<file path="config.mk">
export PLATFORM = sky130hd
export DESIGN_NAME = bsc_tx_framer
export DESIGN_NICKNAME = d
export VERILOG_FILES = /design/src/rtl/bsc_tx_pkg.sv /design/src/rtl/bsc_tx_serializer.sv /design/src/rtl/bsc_tx_crc.sv /design/src/rtl/bsc_tx_sequencer.sv /design/src/rtl/bsc_tx_framer.sv
export SDC_FILE = /design/constraint.sdc
export NUM_CORES = 1
export LEC_CHECK = 0
export BUFFER_PORTS_ARGS = -buffer_cell sky130_fd_sc_hd__buf_2
export CAP_MARGIN = 20
export CORE_ASPECT_RATIO = 1.1
export CORE_MARGIN = 8
export CORE_UTILIZATION = 56
export CTS_BUF_LIST = sky130_fd_sc_hd__clkbuf_8
export DETAILED_ROUTE_END_ITERATION = 10
export GPL_ROUTABILITY_DRIVEN = 0
export GPL_TIMING_DRIVEN = 0
export HOLD_SLACK_MARGIN = 0.08
export PLACE_DENSITY = 0.86
export SYNTH_ARGS = -nofsm -noshare
export SYNTH_HDL_FRONTEND = slang
export SYNTH_SLANG_ARGS = --single-unit
</file>
<file path="constraint.sdc">
create_clock -name clk -period 2.3 [get_ports clk]
set_input_delay 0.115 -clock clk [delete_from_list [all_inputs] [get_ports clk]]
set_output_delay 0.115 -clock clk [all_outputs]
set_load 0.1 [all_outputs]
</file>
<file path="src/rtl/bsc_tx_pkg.sv">
package bsc_tx_pkg;

  typedef enum logic [2:0] {
    ST_IDLE     = 3'd0,
    ST_FRAME    = 3'd1,
    ST_DLE_DATA = 3'd2,
    ST_FILL_SYN = 3'd3,
    ST_CRC_LO   = 3'd4,
    ST_CRC_HI   = 3'd5,
    ST_TRAIL    = 3'd6
  } seq_state_t;

endpackage

</file>
<file path="src/rtl/bsc_tx_serializer.sv">
module bsc_tx_serializer #(
  parameter int unsigned          CHAR_W    = 8,
  parameter logic [CHAR_W-1:0]    IDLE_CHAR = 8'h32
) (
  input  logic              clk,
  input  logic              rst_n,
  input  logic              bit_en,
  input  logic [CHAR_W-1:0] load_char,
  output logic              load,
  output logic [CHAR_W-1:0] shreg,
  output logic              tx_bit
);

  localparam int unsigned        CNT_W    = (CHAR_W > 1) ? $clog2(CHAR_W) : 1;
  localparam logic [CNT_W-1:0]   LAST_CNT = CNT_W'(CHAR_W - 1);

  logic [CHAR_W-1:0] sh_q, sh_d;
  logic [CNT_W-1:0]  cnt_q, cnt_d;

  assign load = bit_en && (cnt_q == LAST_CNT);

  always_comb begin
    sh_d  = sh_q;
    cnt_d = cnt_q;
    if (bit_en) begin
      if (cnt_q == LAST_CNT) begin
        sh_d  = load_char;
        cnt_d = '0;
      end else begin
        sh_d  = sh_q >> 1;
        cnt_d = cnt_q + 1'b1;
      end
    end
  end

  always_ff @(posedge clk or negedge rst_n) begin
    if (!rst_n) begin
      sh_q  <= IDLE_CHAR;
      cnt_q <= '0;
    end else if (bit_en) begin
      sh_q  <= sh_d;
      cnt_q <= cnt_d;
    end
  end

  assign shreg  = sh_q;
  assign tx_bit = sh_q[0];

endmodule

</file>
<file path="src/rtl/bsc_tx_crc.sv">
module bsc_tx_crc #(
  parameter int unsigned         CHAR_W    = 8,
  parameter int unsigned         CRC_W     = 16,
  parameter logic [CRC_W-1:0]    POLY_REFL = 16'hA001,
  parameter logic [CRC_W-1:0]    INIT      = '0
) (
  input  logic              clk,
  input  logic              rst_n,
  input  logic              clr,
  input  logic              upd,
  input  logic [CHAR_W-1:0] data,
  output logic [CRC_W-1:0]  crc
);

  logic [CRC_W-1:0] crc_q, crc_d, base, folded;

  assign base = clr ? INIT : crc_q;

  always_comb begin
    folded = base ^ CRC_W'(data);
    for (int b = 0; b < int'(CHAR_W); b++) begin
      if (folded[0]) folded = (folded >> 1) ^ POLY_REFL;
      else           folded = folded >> 1;
    end
  end

  always_comb begin
    crc_d = upd ? folded : base;
  end

  always_ff @(posedge clk or negedge rst_n) begin
    if (!rst_n)          crc_q <= INIT;
    else if (clr || upd) crc_q <= crc_d;
  end

  assign crc = crc_q;

endmodule

</file>
<file path="src/rtl/bsc_tx_sequencer.sv">
module bsc_tx_sequencer
  import bsc_tx_pkg::*;
#(
  parameter int unsigned       CHAR_W    = 8,
  parameter logic [CHAR_W-1:0] SYNC_CHAR = 8'h32,
  parameter logic [CHAR_W-1:0] DLE_CHAR  = 8'h10,
  localparam int unsigned      CRC_W     = 2 * CHAR_W
) (
  input  logic              clk,
  input  logic              rst_n,
  input  logic              load,
  input  logic              transparent,
  input  logic              in_valid,
  output logic              in_ready,
  input  logic [CHAR_W-1:0] in_data,
  input  logic              in_bcs_en,
  input  logic              in_bcs_reset,
  input  logic              in_last,
  input  logic [CRC_W-1:0]  crc,
  output logic              crc_clr,
  output logic              crc_upd,
  output logic [CHAR_W-1:0] crc_byte,
  output logic [CHAR_W-1:0] next_char,
  output seq_state_t        state
);

  seq_state_t state_q, state_d;
  logic       pend_en_q, pend_en_d;
  logic       pend_last_q, pend_last_d;
  logic       open_slot;

  assign open_slot = (state_q == ST_IDLE) || (state_q == ST_FRAME);
  assign in_ready  = load && open_slot;

  always_comb begin
    state_d     = state_q;
    pend_en_d   = pend_en_q;
    pend_last_d = pend_last_q;
    next_char   = SYNC_CHAR;
    crc_clr     = 1'b0;
    crc_upd     = 1'b0;
    crc_byte    = in_data;
    if (load) begin
      unique case (state_q)
        ST_IDLE, ST_FRAME: begin
          if (in_valid) begin
            crc_clr = in_bcs_reset;
            if (transparent && (in_data == DLE_CHAR)) begin
              next_char   = DLE_CHAR;
              pend_en_d   = in_bcs_en;
              pend_last_d = in_last;
              state_d     = ST_DLE_DATA;
            end else begin
              next_char = in_data;
              crc_upd   = in_bcs_en;
              state_d   = in_last ? ST_CRC_LO : ST_FRAME;
            end
          end else if ((state_q == ST_FRAME) && transparent) begin
            next_char = DLE_CHAR;
            state_d   = ST_FILL_SYN;
          end else begin
            next_char = SYNC_CHAR;
          end
        end
        ST_DLE_DATA: begin
          next_char = DLE_CHAR;
          crc_byte  = DLE_CHAR;
          crc_upd   = pend_en_q;
          state_d   = pend_last_q ? ST_CRC_LO : ST_FRAME;
        end
        ST_FILL_SYN: begin
          next_char = SYNC_CHAR;
          state_d   = ST_FRAME;
        end
        ST_CRC_LO: begin
          next_char = crc[CHAR_W-1:0];
          state_d   = ST_CRC_HI;
        end
        ST_CRC_HI: begin
          next_char = crc[CRC_W-1:CHAR_W];
          state_d   = ST_TRAIL;
        end
        ST_TRAIL: begin
          next_char = SYNC_CHAR;
          state_d   = ST_IDLE;
        end
        default: begin
          next_char = SYNC_CHAR;
          state_d   = ST_IDLE;
        end
      endcase
    end
  end

  always_ff @(posedge clk or negedge rst_n) begin
    if (!rst_n) begin
      state_q     <= ST_IDLE;
      pend_en_q   <= 1'b0;
      pend_last_q <= 1'b0;
    end else if (load) begin
      state_q     <= state_d;
      pend_en_q   <= pend_en_d;
      pend_last_q <= pend_last_d;
    end
  end

  assign state = state_q;

endmodule

</file>
<file path="src/rtl/bsc_tx_framer.sv">
module bsc_tx_framer
  import bsc_tx_pkg::*;
#(
  parameter int unsigned       CHAR_W    = 8,
  parameter logic [CHAR_W-1:0] SYNC_CHAR = 8'h32,
  parameter logic [CHAR_W-1:0] DLE_CHAR  = 8'h10,
  parameter logic [2*CHAR_W-1:0] CRC_POLY_REFL = 16'hA001
) (
  input  logic              clk,
  input  logic              rst_n,
  input  logic              bit_en,
  input  logic              transparent,
  input  logic              in_valid,
  output logic              in_ready,
  input  logic [CHAR_W-1:0] in_data,
  input  logic              in_bcs_en,
  input  logic              in_bcs_reset,
  input  logic              in_last,
  output logic              tx_bit
);

  localparam int unsigned CRC_W = 2 * CHAR_W;

  logic              load;
  logic [CHAR_W-1:0] next_char;
  logic [CHAR_W-1:0] shreg;
  logic [CRC_W-1:0]  crc;
  logic              crc_clr, crc_upd;
  logic [CHAR_W-1:0] crc_byte;
  seq_state_t        seq_state;

  bsc_tx_serializer #(
    .CHAR_W    (CHAR_W),
    .IDLE_CHAR (SYNC_CHAR)
  ) ser_i (
    .clk       (clk),
    .rst_n     (rst_n),
    .bit_en    (bit_en),
    .load_char (next_char),
    .load      (load),
    .shreg     (shreg),
    .tx_bit    (tx_bit)
  );

  bsc_tx_sequencer #(
    .CHAR_W    (CHAR_W),
    .SYNC_CHAR (SYNC_CHAR),
    .DLE_CHAR  (DLE_CHAR)
  ) seq_i (
    .clk          (clk),
    .rst_n        (rst_n),
    .load         (load),
    .transparent  (transparent),
    .in_valid     (in_valid),
    .in_ready     (in_ready),
    .in_data      (in_data),
    .in_bcs_en    (in_bcs_en),
    .in_bcs_reset (in_bcs_reset),
    .in_last      (in_last),
    .crc          (crc),
    .crc_clr      (crc_clr),
    .crc_upd      (crc_upd),
    .crc_byte     (crc_byte),
    .next_char    (next_char),
    .state        (seq_state)
  );

  bsc_tx_crc #(
    .CHAR_W    (CHAR_W),
    .CRC_W     (CRC_W),
    .POLY_REFL (CRC_POLY_REFL),
    .INIT      ('0)
  ) crc_i (
    .clk   (clk),
    .rst_n (rst_n),
    .clr   (crc_clr),
    .upd   (crc_upd),
    .data  (crc_byte),
    .crc   (crc)
  );

endmodule

</file>
# Yosys cells after proc, flatten, opt, wreduce, memory -nomap -nowiden
# Index checks and enable logic that the tools add are counted.
dict set report word_totals {
  ff_bits 32
  latch_bits 0
  ram_bits 0
  rom_bits 0
  wordCells 66
  memories 0
}
dict set report op_classes {
  addsub 1
  multipliers 0
  n_div 0
  n_lt_le_gt_ge 0
  n_eq_ne 8
  n_shift 0
  mux 32
  n_bitwise 9
  reduce_logical 10
}
# op n
set ops {}
lappend ops {{two-way mux 16 bit} 10}
lappend ops {{two-way mux 8 bit} 6}
lappend ops {{case mux 8 bit (4 select lines)} 1}
lappend ops {{NOT 2 -> 3 bit} 8}
lappend ops {{two-way mux 3 bit} 6}
lappend ops {{XOR 16 x 8 -> 16 bit} 1}
lappend ops {{case mux 3 bit (5 select lines)} 1}
lappend ops {{equality test 3 bit (second input constant)} 3}
lappend ops {{equality test 8 x 5 -> 1 bit (second input constant)} 1}
lappend ops {{equality test 3 x 2 -> 1 bit (second input constant)} 2}
lappend ops {{two-way mux 1 bit} 6}
lappend ops {{two-way mux 6 bit} 1}
lappend ops {{logical AND 1 bit} 4}
lappend ops {{AND reduction 4 bit} 1}
lappend ops {{adder 3 x 1 -> 3 bit (second input constant)} 1}
lappend ops {{equality test 3 x 1 -> 1 bit (second input constant)} 1}
lappend ops {{logical NOT 3 bit} 1}
lappend ops {{!= test 3 x 2 -> 1 bit (second input constant)} 1}
lappend ops {{logical OR 1 bit} 2}
lappend ops {{case mux 1 bit (2 select lines)} 1}
lappend ops {{AND reduction 2 bit} 1}
lappend ops {{OR reduction 2 bit} 1}

# Depth between registers and ports, before layout
dict set report depth {
  word_depth 23
  mapped_depth 12
  ltp_nobuf 8
}

# By module
# From an unflattened synthesis, not the netlist that was laid out.
dict set report unflattened {
  hier_cells 235
  area_unflattened_um2 2227.1
}
# module n_inst cells_per_inst area_per_inst_um2
set modules_own_cells {}
lappend modules_own_cells {bsc_tx_crc 1 96 998.5}
lappend modules_own_cells {bsc_tx_sequencer 1 93 688.2}
lappend modules_own_cells {bsc_tx_serializer 1 46 540.5}

# Worst setup path after synthesis
# Ideal clock, no wire load.
dict set report synth_timing {
  path_type {flip-flop to output port}
  start {register ser_i.cnt_q[0]}
  end {output in_ready}
  arrival_ns 2.890
  setup_slack_ns -0.705
  stages_incl_launch_ff 6
  cell_sequence {dfrtp_1 > ha_1 > ha_1 > buf_2 > nand2_1 > nor3_1}
}
dict set report synth_via {
  elab_chain_len 3
}
# element line_no
set synth_rtl {}
lappend synth_rtl {{start, declared} bsc_tx_serializer.sv:18} ;# logic [CNT_W-1:0] cnt_q, cnt_d;
lappend synth_rtl {{start signal, assigned} bsc_tx_serializer.sv:42} ;# cnt_q <= cnt_d;
lappend synth_rtl {{equality test 3 bit} bsc_tx_serializer.sv:20} ;# assign load = bit_en && (cnt_q == LAST_CNT);
lappend synth_rtl {{logical AND 1 bit} bsc_tx_serializer.sv:20}
lappend synth_rtl {{logical AND 1 bit} bsc_tx_sequencer.sv:33} ;# assign in_ready = load && open_slot;
lappend synth_rtl {{end, declared} bsc_tx_framer.sv:14} ;# output logic in_ready,
# Every way passes these cells.

# Worst setup path in the final report
dict set report layout_timing {
  start {register ser_i.cnt_q[1]}
  end {register crc_i.crc_q[14] (netlist: crc_i.crc[14])}
}
dict set report layout_via {
  elab_chain_len 15
}
# element line_no
set layout_rtl {}
lappend layout_rtl {{equality test 3 bit (*)} bsc_tx_serializer.sv:20}
lappend layout_rtl {{logical AND 1 bit (*)} bsc_tx_serializer.sv:20}
lappend layout_rtl {{two-way mux 1 bit} bsc_tx_sequencer.sv:43} ;# if (load) begin
lappend layout_rtl {{two-way mux 16 bit} bsc_tx_crc.sv:17} ;# assign base = clr ? INIT : crc_q;
lappend layout_rtl {{XOR 16 x 8 -> 16 bit} bsc_tx_crc.sv:20} ;# folded = base ^ CRC_W'(data);
lappend layout_rtl {{two-way mux 16 bit / NOT 2 -> 3 bit (equally long branches) (5 in series)} n/a}
lappend layout_rtl {{NOT 2 -> 3 bit (no source line) / two-way mux 16 bit (equally long branches)} n/a}
lappend layout_rtl {{two-way mux 16 bit (3 in series)} bsc_tx_crc.sv:22} ;# if (folded[0]) folded = (folded >> 1) ^ POLY_REFL;
lappend layout_rtl {{two-way mux 16 bit} bsc_tx_crc.sv:28} ;# crc_d = upd ? folded : base;
lappend layout_rtl {{end signal, assigned} bsc_tx_crc.sv:33} ;# else if (clr || upd) crc_q <= crc_d;
lappend layout_rtl {{end, declared} bsc_tx_crc.sv:15} ;# logic [CRC_W-1:0] crc_q, crc_d, base, folded;
# Mark *: on every way between the ends. The rest lies on a longest branch, timed or not.
# A chain may end at the register's enable or synchronous reset.

==> results.sh <==
export IMPL_status="finished, final reports clean"
export IMPL_die_h_um=80.58
export IMPL_syn_inst=228
export IMPL_p_comb_frac=0.503
export IMPL_antenna_found_initial=0
export IMPL_synth_seq_cells=32
export IMPL_hp_class="in -> reg"
export IMPL_grt_max_degree=33
export IMPL_die_w_um=74.71
export IMPL_n_fill_cell=274
export IMPL_fin_skew_ns=0.008937
export IMPL_avgViaCountPerCell=6.013
export IMPL_async_flop_share=1.000
export IMPL_min_path_cells=2
export IMPL_synth_top_area_frac=0.3418
export IMPL_p_sw_frac=0.4100
export IMPL_drive_gt1_frac=0.2308
export IMPL_cts_tree="done"
export IMPL_register_area_sq_um=804.5
export IMPL_yosysTopAreaCell="dfrtp_1"
export IMPL_grt_pass1_wl_um=8832
export IMPL_maxCapViolations=0
export IMPL_gr_usage_met1=0.2281
export IMPL_yosysUniqueCellTypes=47
export IMPL_required_ns=2.51
export IMPL_relSlewSlack=0.5119
export IMPL_p_per_area_nw_per_um2=1090
export IMPL_synth_fp_nets=246
export IMPL_start_kind="flip-flop"
export IMPL_ys_top_cells_by_area="dfrtp_1, xnor2_1, xnor3_1, o21ai_0, mux2_2"
export IMPL_maxSlewViolCount=0
export IMPL_tns_ns=0
export IMPL_cp_end_kind="flip-flop"
export IMPL_ys_warn_count=0
export IMPL_tightest_slew_ns=0.7322
export IMPL_drc=0
export IMPL_firstDrtPassIters=4
export IMPL_finalNetCount=277
export IMPL_fp_row_count=23
export IMPL_h_tree_depth=2
export IMPL_drt_iter0_drc=140
export IMPL_fin_crit_sh=0.9703
export IMPL_wl_per_cell_um=17.68
export IMPL_cts_buffer_depth=2
export IMPL_final_setup_viol_count=0
export IMPL_num_vias=1864
export IMPL_cts_root_buf="clkbuf_8"
export IMPL_clock_sinks=32
export IMPL_crit_type="reg -> reg"
export IMPL_place_hpwl_um=3662
export IMPL_intPower_uw=1641
export IMPL_grt_util_met2=0.3010
export IMPL_fin_crit_ns=2.232
export IMPL_ir_drop_mv=0.6783
export IMPL_dieArea_sq_um=6020
export IMPL_first_global_vias=1912
export IMPL_crit_arrival_ns=2.44
export IMPL_grt_most_used_layer="met2"
export IMPL_r2r_cells=11
export IMPL_pin_count=18
export IMPL_port_buffers=15
export IMPL_place_ws_ns=-0.4168
export IMPL_grt_remaining_overflow=0
export IMPL_multi_input_area_sq_um=1299
export IMPL_diodes=0
export IMPL_cp_startpoint="ser_i.cnt_q[1]"
export IMPL_final_cell_mix="dfrtp_1, nand2_1, o21ai_0"
export IMPL_max_freq_mhz=448.1
export IMPL_synth_edf_count=0
export IMPL_critPathMaxFanout=10
export IMPL_p_total_uw=2782
export IMPL_cts_reportedPaths_clkPinSlew_ns=0.06
export IMPL_min_from="in_bcs_en"
export IMPL_ant_nets=0
export IMPL_numCtsBuffers=5
export IMPL_synth_seq_area_share=0.3789
export IMPL_leakage_uw=0.001244
export IMPL_switching_power_uw=1141
export IMPL_use_met3=0.04857
export IMPL_grt_total_usage=0.1933
export IMPL_initial_core_util=0.5810
export IMPL_clkPwrFrac=0.160
export IMPL_timing_final_ws_setup_ns=0.06823
export IMPL_wirelength_um=5480
export IMPL_rr_startpoint="ser_i.cnt_q[1]"
export IMPL_clk_latency_ns=0.29
export IMPL_syn_area_per_cell_sq_um=9.313
export IMPL_core_area_sq_um=3655
export IMPL_seq_power_share=0.338
export IMPL_hold_violations=0
export IMPL_area_growth_pct=20.15
export IMPL_layout_commonest_cell="dfrtp_1"
export IMPL_ys_dominant_reg_cell="dfrtp_1"
export IMPL_synth_area_sq_um=2123
-- critical path, cell delays in order, from the launching register on --
cell       delay (ns)
dfrtp_1          0.41
ha_4             0.18
ha_4             0.17
and2_4           0.16
buf_6            0.14
and3_1           0.17
buf_6            0.13
a22oi_2          0.16
buf_6            0.16
bufbuf_16        0.26
nand3_1          0.10
o21ai_1          0.12
-- state kept, by name, summed over array words and instances, names as in the netlist --
name               flops
ser_i.shreg            8
crc_i.crc             16
seq_i.pend_last_q      1
ser_i.cnt_q            3
seq_i.state            3
seq_i.pend_en_q        1
-- Yosys cell counts (all sizes together), types with 3 or more instances --
master   n
a21o     4
a21oi    6
a22o     4
a31oi    4
and2     3
and3     4
buf      8
clkbuf   7
dfrtp   29
dfstp    3
inv      7
mux2     9
mux2i   10
nand2   26
nand3    5
nor2    20
nor3     3
o21ai   22
o22ai    3
xnor2   14
xnor3    5
xor2    10
-- repair_timing --
action	4_1_cts	5_1_grt
gates cloned	1	0
buffers inserted	3	5
hold buffers	1	0
setup endpoints to repair	16	14
pin swaps	1	4
hold endpoints to repair	29	0
gates resized for setup	9	7
-- final cells by class --
class | count | area share
Buffer | 14 | 0.03286
Clock buffer | 6 | 0.03237
Clock inverter | 2 | 0.002943
Inverter | 8 | 0.01177
Multi-Input combinational cell | 173 | 0.5091
Sequential cell | 32 | 0.3154
Tap cell | 50 | 0.02452
Timing Repair Buffer | 25 | 0.07111
-- power by group through the flow --
stage               Clock [uW]  Sequential (uW)  Combinational [uW]
global placement             0              918                1240
detailed placement           0              926                1290
floorplan                    0              934                1000
finish                     444              940                1400
global route               469              962                1520
CTS                        440              926                1330
-- routing by layer --
metal | wire, um | share of wire | up-vias
li1 | - | - | 852
met2 | 2721 | 0.50 | 68
met1 | 2265 | 0.41 | 926
met5 | 0 | 0 | -
met3 | 281 | 0.051 | 18
met4 | 212 | 0.039 | 0
-- per-stage QoR --
| step | utilization | hold slack (ns) | instances | instance area [sq um] |
|---|---|---|---|---|
| 3_3_place_gp | 0.6241 | 0.2007 | 293 | 2281 |
| 5_1_grt | 0.6980 | 0.08340 | 310 | 2551 |
| 3_5_place_dp | 0.6241 | 0.2066 | 293 | 2281 |
| 2_1_floorplan | - | -0.1806 | 228 | 2143 |
| 4_1_cts | 0.6727 | 0.08274 | 305 | 2459 |
| 6_report | 0.6980 | 0.07979 | 310 | 2551 |
-- cells by family (layout without fill, tap and decap cells) --
group           count (synthesis)  count (layout)  synth area share
flops                          32              32            0.3789
compound gates                 55              55            0.1650
simple gates                   68              68            0.1479
mux                            19              19           0.09488
xor+xnor                       29              29            0.1556
fa+ha+maj                       2               2           0.01178
buf+inv                        23              55           0.04597
-- path summary, 6_finish.rpt --
| path | end | slack [ns] |
|---|---|---|
| min reg2reg | ser_i.shreg[4] | 0.49 |
| max reg2reg | crc_i.crc[14] | 0.07 |
| min in group asynchronous | ser_i.shreg[0] | 0.40 |
| min | seq_i.pend_en_q | 0.08 |
| max | crc_i.crc[14] | 0.07 |
| max in group asynchronous | seq_i.state[0] | 1.44 |
Note: power is estimated with default switching activity, not from simulation.
